`config.mk`:
```
export PLATFORM = sky130hd
export DESIGN_NAME = mc_ctrl_fsm
export DESIGN_NICKNAME = d
export VERILOG_FILES = /design/src/rtl/mc_ctrl_pkg.sv /design/src/rtl/mc_ctrl_next.sv /design/src/rtl/mc_ctrl_out.sv /design/src/rtl/mc_ctrl_fsm.sv
export SDC_FILE = /design/constraint.sdc
export NUM_CORES = 1
export LEC_CHECK = 0
export CAP_MARGIN = 20
export CORE_AREA = 4 4 41 43
export CTS_CLUSTER_DIAMETER = 60
export DETAILED_ROUTE_END_ITERATION = 8
export DIE_AREA = 0 0 45 47
export PLACE_DENSITY = 0.73
export SLEW_MARGIN = 40
export SYNTH_ARGS = -nofsm -noshare
export SYNTH_HDL_FRONTEND = slang
export SYNTH_SLANG_ARGS = --single-unit
```
`constraint.sdc`:
```
create_clock -name clk -period 3.1 [get_ports clk]
set_input_delay 0.775 -clock clk [delete_from_list [all_inputs] [get_ports clk]]
set_output_delay 0.775 -clock clk [all_outputs]
set_load 0.01 [all_outputs]
```
`src/rtl/mc_ctrl_pkg.sv`:
```
package mc_ctrl_pkg;

  typedef enum logic [3:0] {
    S_FETCH   = 4'd0,
    S_DECODE  = 4'd1,
    S_BR_DONE = 4'd2,
    S_REG_EX  = 4'd3,
    S_REG_FIN = 4'd4,
    S_IMM_EX  = 4'd5,
    S_IMM_FIN = 4'd6,
    S_ADDR    = 4'd7,
    S_ST_MEM  = 4'd8,
    S_LD_MEM  = 4'd9,
    S_LD_WB   = 4'd10
  } state_t;

  typedef enum logic [1:0] {
    ALU_ADD = 2'b00,
    ALU_SUB = 2'b01,
    ALU_OR  = 2'b10,
    ALU_REG = 2'b11
  } alu_class_t;

  typedef enum logic [1:0] {
    B_FOUR = 2'b00,
    B_REGB = 2'b01,
    B_OFFS = 2'b10,
    B_IMM  = 2'b11
  } b_sel_t;

  typedef struct packed {
    logic       pc_wr;
    logic       pc_wr_cond;
    logic       ir_wr;
    logic       br_wr;
    logic       mem_wr;
    logic       reg_wr;
    logic       addr_sel;
    logic       reg_dst;
    logic       mem_to_reg;
    logic       ext_sign;
    logic       alu_a_sel;
    b_sel_t     alu_b_sel;
    logic       pc_src;
    alu_class_t alu_class;
  } ctrl_t;

endpackage

```
`src/rtl/mc_ctrl_next.sv`:
```
module mc_ctrl_next
  import mc_ctrl_pkg::*;
#(
  parameter int              OP_W   = 6,
  parameter logic [OP_W-1:0] OP_REG = 6'b000000,
  parameter logic [OP_W-1:0] OP_ORI = 6'b001101,
  parameter logic [OP_W-1:0] OP_LW  = 6'b100011,
  parameter logic [OP_W-1:0] OP_SW  = 6'b101011,
  parameter logic [OP_W-1:0] OP_BEQ = 6'b000100
) (
  input  state_t          state,
  input  logic [OP_W-1:0] opcode,
  output state_t          nxt
);

  always_comb begin
    nxt = S_FETCH;
    unique case (state)
      S_FETCH:  nxt = S_DECODE;
      S_DECODE: begin
        if (opcode == OP_BEQ)                        nxt = S_BR_DONE;
        else if (opcode == OP_REG)                   nxt = S_REG_EX;
        else if (opcode == OP_ORI)                   nxt = S_IMM_EX;
        else if (opcode == OP_LW || opcode == OP_SW) nxt = S_ADDR;
        else                                         nxt = S_FETCH;
      end
      S_ADDR:   nxt = (opcode == OP_SW) ? S_ST_MEM : S_LD_MEM;
      S_REG_EX: nxt = S_REG_FIN;
      S_IMM_EX: nxt = S_IMM_FIN;
      S_LD_MEM: nxt = S_LD_WB;
      default:  nxt = S_FETCH;
    endcase
  end

endmodule

```
`src/rtl/mc_ctrl_out.sv`:
```
module mc_ctrl_out
  import mc_ctrl_pkg::*;
(
  input  state_t state,
  output ctrl_t  ctrl
);

  always_comb begin
    ctrl = '0;
    unique case (state)
      S_FETCH: begin
        ctrl.pc_wr = 1'b1;
        ctrl.ir_wr = 1'b1;
      end
      S_DECODE: begin
        ctrl.br_wr     = 1'b1;
        ctrl.ext_sign  = 1'b1;
        ctrl.alu_b_sel = B_OFFS;
      end
      S_BR_DONE: begin
        ctrl.pc_wr_cond = 1'b1;
        ctrl.pc_src     = 1'b1;
        ctrl.alu_class  = ALU_SUB;
        ctrl.alu_a_sel  = 1'b1;
        ctrl.alu_b_sel  = B_REGB;
      end
      S_REG_EX, S_REG_FIN: begin
        ctrl.alu_class = ALU_REG;
        ctrl.alu_a_sel = 1'b1;
        ctrl.alu_b_sel = B_REGB;
        ctrl.reg_dst   = 1'b1;
        ctrl.reg_wr    = (state == S_REG_FIN);
      end
      S_IMM_EX, S_IMM_FIN: begin
        ctrl.alu_class = ALU_OR;
        ctrl.alu_a_sel = 1'b1;
        ctrl.alu_b_sel = B_IMM;
        ctrl.reg_wr    = (state == S_IMM_FIN);
      end
      S_ADDR, S_ST_MEM, S_LD_MEM, S_LD_WB: begin
        ctrl.ext_sign   = 1'b1;
        ctrl.alu_a_sel  = 1'b1;
        ctrl.alu_b_sel  = B_IMM;
        ctrl.mem_wr     = (state == S_ST_MEM);
        ctrl.addr_sel   = (state == S_LD_MEM);
        ctrl.reg_wr     = (state == S_LD_WB);
        ctrl.mem_to_reg = (state == S_LD_WB);
      end
      default: ctrl = '0;
    endcase
  end

endmodule

```
`src/rtl/mc_ctrl_fsm.sv`:
```
module mc_ctrl_fsm
  import mc_ctrl_pkg::*;
#(
  parameter int              OP_W   = 6,
  parameter logic [OP_W-1:0] OP_REG = 6'b000000,
  parameter logic [OP_W-1:0] OP_ORI = 6'b001101,
  parameter logic [OP_W-1:0] OP_LW  = 6'b100011,
  parameter logic [OP_W-1:0] OP_SW  = 6'b101011,
  parameter logic [OP_W-1:0] OP_BEQ = 6'b000100
) (
  input  logic            clk,
  input  logic            rst,
  input  logic [OP_W-1:0] opcode,
  output logic            pc_wr,
  output logic            pc_wr_cond,
  output logic            ir_wr,
  output logic            br_wr,
  output logic            mem_wr,
  output logic            reg_wr,
  output logic            addr_sel,
  output logic            reg_dst,
  output logic            mem_to_reg,
  output logic            ext_sign,
  output logic            alu_a_sel,
  output logic [1:0]      alu_b_sel,
  output logic            pc_src,
  output logic [1:0]      alu_class
);

  state_t state;
  state_t nxt;
  ctrl_t  ctrl;

  mc_ctrl_next #(
    .OP_W(OP_W), .OP_REG(OP_REG), .OP_ORI(OP_ORI),
    .OP_LW(OP_LW), .OP_SW(OP_SW), .OP_BEQ(OP_BEQ)
  ) u_next (
    .state  (state),
    .opcode (opcode),
    .nxt    (nxt)
  );

  always_ff @(posedge clk) begin
    if (rst) state <= S_FETCH;
    else     state <= nxt;
  end

  mc_ctrl_out u_out (
    .state (state),
    .ctrl  (ctrl)
  );

  assign pc_wr      = ctrl.pc_wr;
  assign pc_wr_cond = ctrl.pc_wr_cond;
  assign ir_wr      = ctrl.ir_wr;
  assign br_wr      = ctrl.br_wr;
  assign mem_wr     = ctrl.mem_wr;
  assign reg_wr     = ctrl.reg_wr;
  assign addr_sel   = ctrl.addr_sel;
  assign reg_dst    = ctrl.reg_dst;
  assign mem_to_reg = ctrl.mem_to_reg;
  assign ext_sign   = ctrl.ext_sign;
  assign alu_a_sel  = ctrl.alu_a_sel;
  assign alu_b_sel  = ctrl.alu_b_sel;
  assign pc_src     = ctrl.pc_src;
  assign alu_class  = ctrl.alu_class;

  // the edge that samples reset leaves fetch outputs behind it
  a_r1_reset_to_fetch: assert property (@(posedge clk)
    $past(rst) |-> (ir_wr && pc_wr && !br_wr && !mem_wr && !reg_wr));

  // a single write target per cycle, and PC and IR load together
  a_r10_one_writer: assert property (@(posedge clk) disable iff (rst)
    $onehot0({reg_wr, mem_wr, pc_wr_cond, br_wr}));

  a_r10_ir_with_pc: assert property (@(posedge clk) disable iff (rst)
    ir_wr == pc_wr);

  // decode lasts a single cycle
  a_r3_decode_once: assert property (@(posedge clk) disable iff (rst)
    br_wr |=> !br_wr);

  // the memory write follows a cycle that already drove the address selects
  a_r8_write_after_calc: assert property (@(posedge clk) disable iff (rst)
    mem_wr |-> ($past(alu_a_sel) && $past(alu_b_sel) == 2'b11 &&
                $past(alu_class) == 2'b00 && !$past(mem_wr) &&
                $stable(alu_b_sel) && $stable(alu_a_sel)));

  // the branch cycle is the last one of its instruction
  a_r5_branch_then_fetch: assert property (@(posedge clk) disable iff (rst)
    pc_wr_cond |=> ir_wr);

  // a load read is followed by its write-back
  a_r9_read_then_wb: assert property (@(posedge clk) disable iff (rst)
    addr_sel |=> (reg_wr && mem_to_reg && !reg_dst));

endmodule

```
* Word level (Yosys, flattened, before mapping)
Cells that the tools add are included.
** Cells by class
- Equal/unequal tests :: 14
- Multiplexer cells :: 18
- Reductions and logical operators :: 10
** Operator list (count)
- case mux 4 bit (6 select lines) :: 1
- equality test 4 x 3 -> 1 bit (second input constant) :: 4
- equality test 4 bit (second input constant) :: 3
- equality test 6 bit (second input constant) :: 2
- two-way mux 4 bit :: 3
- case mux 2 bit (3 select lines) :: 2
- two-way mux 1 bit :: 10
- OR reduction 9 bit :: 1
- equality test 4 x 2 -> 1 bit (second input constant) :: 2
- equality test 6 x 3 -> 1 bit (second input constant) :: 1
- equality test 6 x 4 -> 1 bit (second input constant) :: 1
- zero test 6 bit :: 1
- OR reduction 6 bit :: 1
- OR reduction 5 bit :: 1
- equality test 4 x 1 -> 1 bit (second input constant) :: 1
- zero test 4 bit :: 1
- OR reduction 2 bit :: 2
- OR reduction 4 bit :: 1
- two-way mux 3 bit :: 1
- case mux 1 bit (3 select lines) :: 1
- OR reduction 3 bit :: 1
- logical OR 1 bit :: 1
** Storage, ports and cells
- Bits in registers :: 4
- Input port bits :: 8
- Logic and storage cells :: 43

* Depth between registers and ports, before layout
- Word-level depth :: 7
- Depth in mapped cells :: 6
- Gate-level depth less buffers :: 4

* Cells and area by module
Synthesis repeated with hierarchy kept, for this count alone.
** Unflattened totals
- Cell total of the unflattened synthesis :: 67
- Area, all modules :: 511.7 µm²
** Modules (own cells, without submodules)
- mc_ctrl_out :: times used 1, cells an instance 37, area each 236.5 µm²
- mc_ctrl_next :: times used 1, cells an instance 22, area each 170.2 µm²
- mc_ctrl_fsm :: times used 1, cells an instance 8, area each 105.1 µm²

* Worst setup path before layout
OpenSTA, ideal clock, no wires.
- Path kind :: reg2out
- Start point :: register state[2]
- End point :: output pc_wr
- Data arrival time :: 1.273 ns
- Data required time :: 2.325 ns
- Path slack :: 1.052 ns
- Cell stages (with the launch flop) :: 6
- Path buffers :: 3
- Cells stage by stage :: dfxtp_1 > buf_6 > or2_1 > buf_6 > nor3_1 > buf_4
** On the way
- Word-level cells in the longest chain between the ends :: 2
** RTL lines
- start, declared :: RTL line mc_ctrl_fsm.sv:30 : state_t state;
- start signal, assigned :: RTL line mc_ctrl_fsm.sv:45 : else state <= nxt;
- zero test 4 bit
- two-way mux 1 bit
- end, declared :: RTL line mc_ctrl_fsm.sv:14 : output logic pc_wr,
No other way between the ends.

* Worst setup path in the final report
- Start point :: register state[3]
- End point :: output alu_b_sel[1]
** On the way
- Word-level cells in the longest chain between the ends :: 3
** RTL lines
- equality test 4 x 3 -> 1 bit (tied with other cells) :: RTL line mc_ctrl_out.sv:10 : unique case (state)
- OR reduction 6 bit (no line) or OR reduction 3 bit (tied branches)
- case mux 2 bit (3 select lines) * :: RTL line mc_ctrl_out.sv:10
- end, declared :: RTL line mc_ctrl_fsm.sv:25 : output logic [1:0] alu_b_sel,
Mark *: on every way between the ends. The rest lies on a longest branch, timed or not.

==> out/metrics.yaml <==
drcViolationCount: 0
synthCells: 73
initial_core_util_pct: 37.1
reg2reg_from: "state[0]$_SDFF_PP0_"
setup_viol: 0
crit_type: "reg -> out"
cts_buffer_depth: 2
diodes: 0
grt_pass1_vias: 468
clkLatencyLatePin_ns: 0.24
critPathCaptureType: "output port"
netlist_top_cells_area: "dfxtp_1 (17%), a21oi_1 (9.3%), nor2_1 (9.3%), nand2b_1 (7.8%), o21ai_0 (6.2%)"
r2r-end: "state[0]$_SDFF_PP0_"
via_count: 573
regMostFlops: "state"
largest_reg_flops: 4
synth_nets: 81
die_w_um: 45
worstRegToRegCells: 4
whs_path_depth: 2
status: "complete, no violations"
pin_count: 24
arrival_ns: 2.08
hold_viol_final: 0
cellPowerDensity_nw_per_um2: 249
cts_root_buf: "clkbuf_4"
utilization_pct: 54.2
cp-endpoint: "alu_b_sel[1]"
cts_resized: 0
synth-seq-cells: 4
cts-buffers-inserted: 3
r2r_slack_ns: 1.67
ir_drop_mv: 0.125
grt_pass1_wl_mm: 1.96
max_freq_ghz: 0.350
setup_slack_ns: 0.243
synth_top_area_share_pct: 16.6
drv_cap: 0
layout_commonest_cell: "clkdlybuf4s50_1"
report.final.slew_viol_count: 0
tightest_slew_ns: 0.468
dp_hpwl_um: 935
area_growth_pct: 46.1
drive_gt1_share_pct: 7.61
grt_usage_pct: 13.1
hold_class: "reg -> reg"
p_total_uw: 176
final.period_utilization_pct: 92.2
core_um2: 1300
drt-total-wl_mm: 1.19
worstSetupStartpoint: "state[3]$_SDFF_PP0_"
globalplace.congestion: 0.818
ys_seq_area_share_pct: 16.6
rows: 13
htreeDepth: 1
cp_max_fo: 14
drt_pass1_iterations: 4
layout.nets: 102
postCtsHoldBufs: 0
antenna_found_initial: 0
cp-start-kind: "flop"
post-cts-setup-buffers: 0
cts_tree: "yes"
final_antenna_net_count: 0
place_ws_ns: 0.461
post_drt_via_cell_ratio: 5.36
finalSetupTns_ns: 0
syn_avg_cell_area_um2: 6.62
cts_num_sinks: 4
wire_per_inst_um: 11.1
min_period_ns: 2.86
slew_headroom_pct: 68.8
netlist-cell-type-count: 24
skew_ns: 0.00481
top_regs: "state (4)"
cts.clk_slew.worst_paths_ns: 0.04
fp.dieH_um: 47
synth_area_um2: 483
synth_top_cell_by_area: "dfxtp_1"
layout_common_cells: "clkdlybuf4s50_1 (23), nor2_1 (12), a21oi_1 (9), nand2_1 (8)"
gr-total-overflow: 0
leakage_nw: 0.250
portBuffers: 23
grt_max_degree: 16
rsz0062_at_grt: "no"
die_area_um2: 2120
drtIter0Drc: 8
required_ns: 2.32
yosysWarningCount: 0
## worst min-delay path by stage
stage | to | from
floorplan | state[1]$_SDFF_PP0_ | state[3]$_SDFF_PP0_
global placement | state[2]$_SDFF_PP0_ | state[0]$_SDFF_PP0_
detailed placement | state[2]$_SDFF_PP0_ | state[0]$_SDFF_PP0_
CTS | state[2]$_SDFF_PP0_ | state[0]$_SDFF_PP0_
global route | state[3]$_SDFF_PP0_ | state[0]$_SDFF_PP0_
finish | state[2]$_SDFF_PP0_ | state[0]$_SDFF_PP0_
## cell families after synthesis
| family | after synthesis | synth area share (%) |
|---|---|---|
| AND/OR/NAND/NOR | 37 | 39.1 |
| AO/OA/AOI/OAI | 21 | 29.0 |
| buffers and inverters | 10 | 13.2 |
| flip-flops | 4 | 16.6 |
| multiplexers | 1 | 2.07 |
## synth_stat cells
cell,number
nor2_1,12
a21oi_1,9
nand2_1,8
nand2b_1,6
o21ai_0,6
dfxtp_1,4
nor3_1,4
buf_2,3
a2111oi_2,2
a311oi_1,2
buf_4,2
buf_6,2
inv_1,2
a221oi_1,1
and3_1,1
clkbuf_1,1
mux2i_1,1
nand4_1,1
nand4b_1,1
nand4bb_1,1
nor2_4,1
nor2b_1,1
o41ai_1,1
or2_1,1
## area by class of cell
type / count / area (um2)
timing repair buffer: 24 / 238
inverter: 2 / 7.51
sequential: 4 / 80.1
tap: 15 / 18.8
clock buffer: 3 / 22.5
fill: 148 / 596
multi-input combinational: 59 / 339
## power by group
group | switching, mW | total (mW) | internal (mW) | leakage [nW]
sequential | 0.00504 | 0.0583 | 0.0533 | 0.0326
clock | 0.0212 | 0.0644 | 0.0433 | 0.0138
combinational | 0.0229 | 0.0532 | 0.0303 | 0.203
total | 0.0491 | 0.176 | 0.127 | 0.250
## through the flow
stage	hold slack (ns)	cells	cell area (um2)
after floorplan	0.487	73	483
after global placement	0.701	104	683
after CTS	0.703	107	706
after global routing	0.795	107	706
after detailed placement	0.696	104	683
final	0.691	107	706
## critical path: stages (launching register included)
cell,delay [ns]
dfxtp_1,0.60
or2_1,0.34
a21oi_1,0.11
a221oi_1,0.21
clkdlybuf4s50_1,0.58
## layer usage
layer	part of all wire, %	global-route usage [%]	vias to the layer above
li1	-	-	297
met1	40	16.1	247
met2	48	18.9	24
met3	8.2	1.53	5
met4	3.7	14.0	0
met5	0	0	-
No activity file was read; power rests on OpenSTA's default activity.
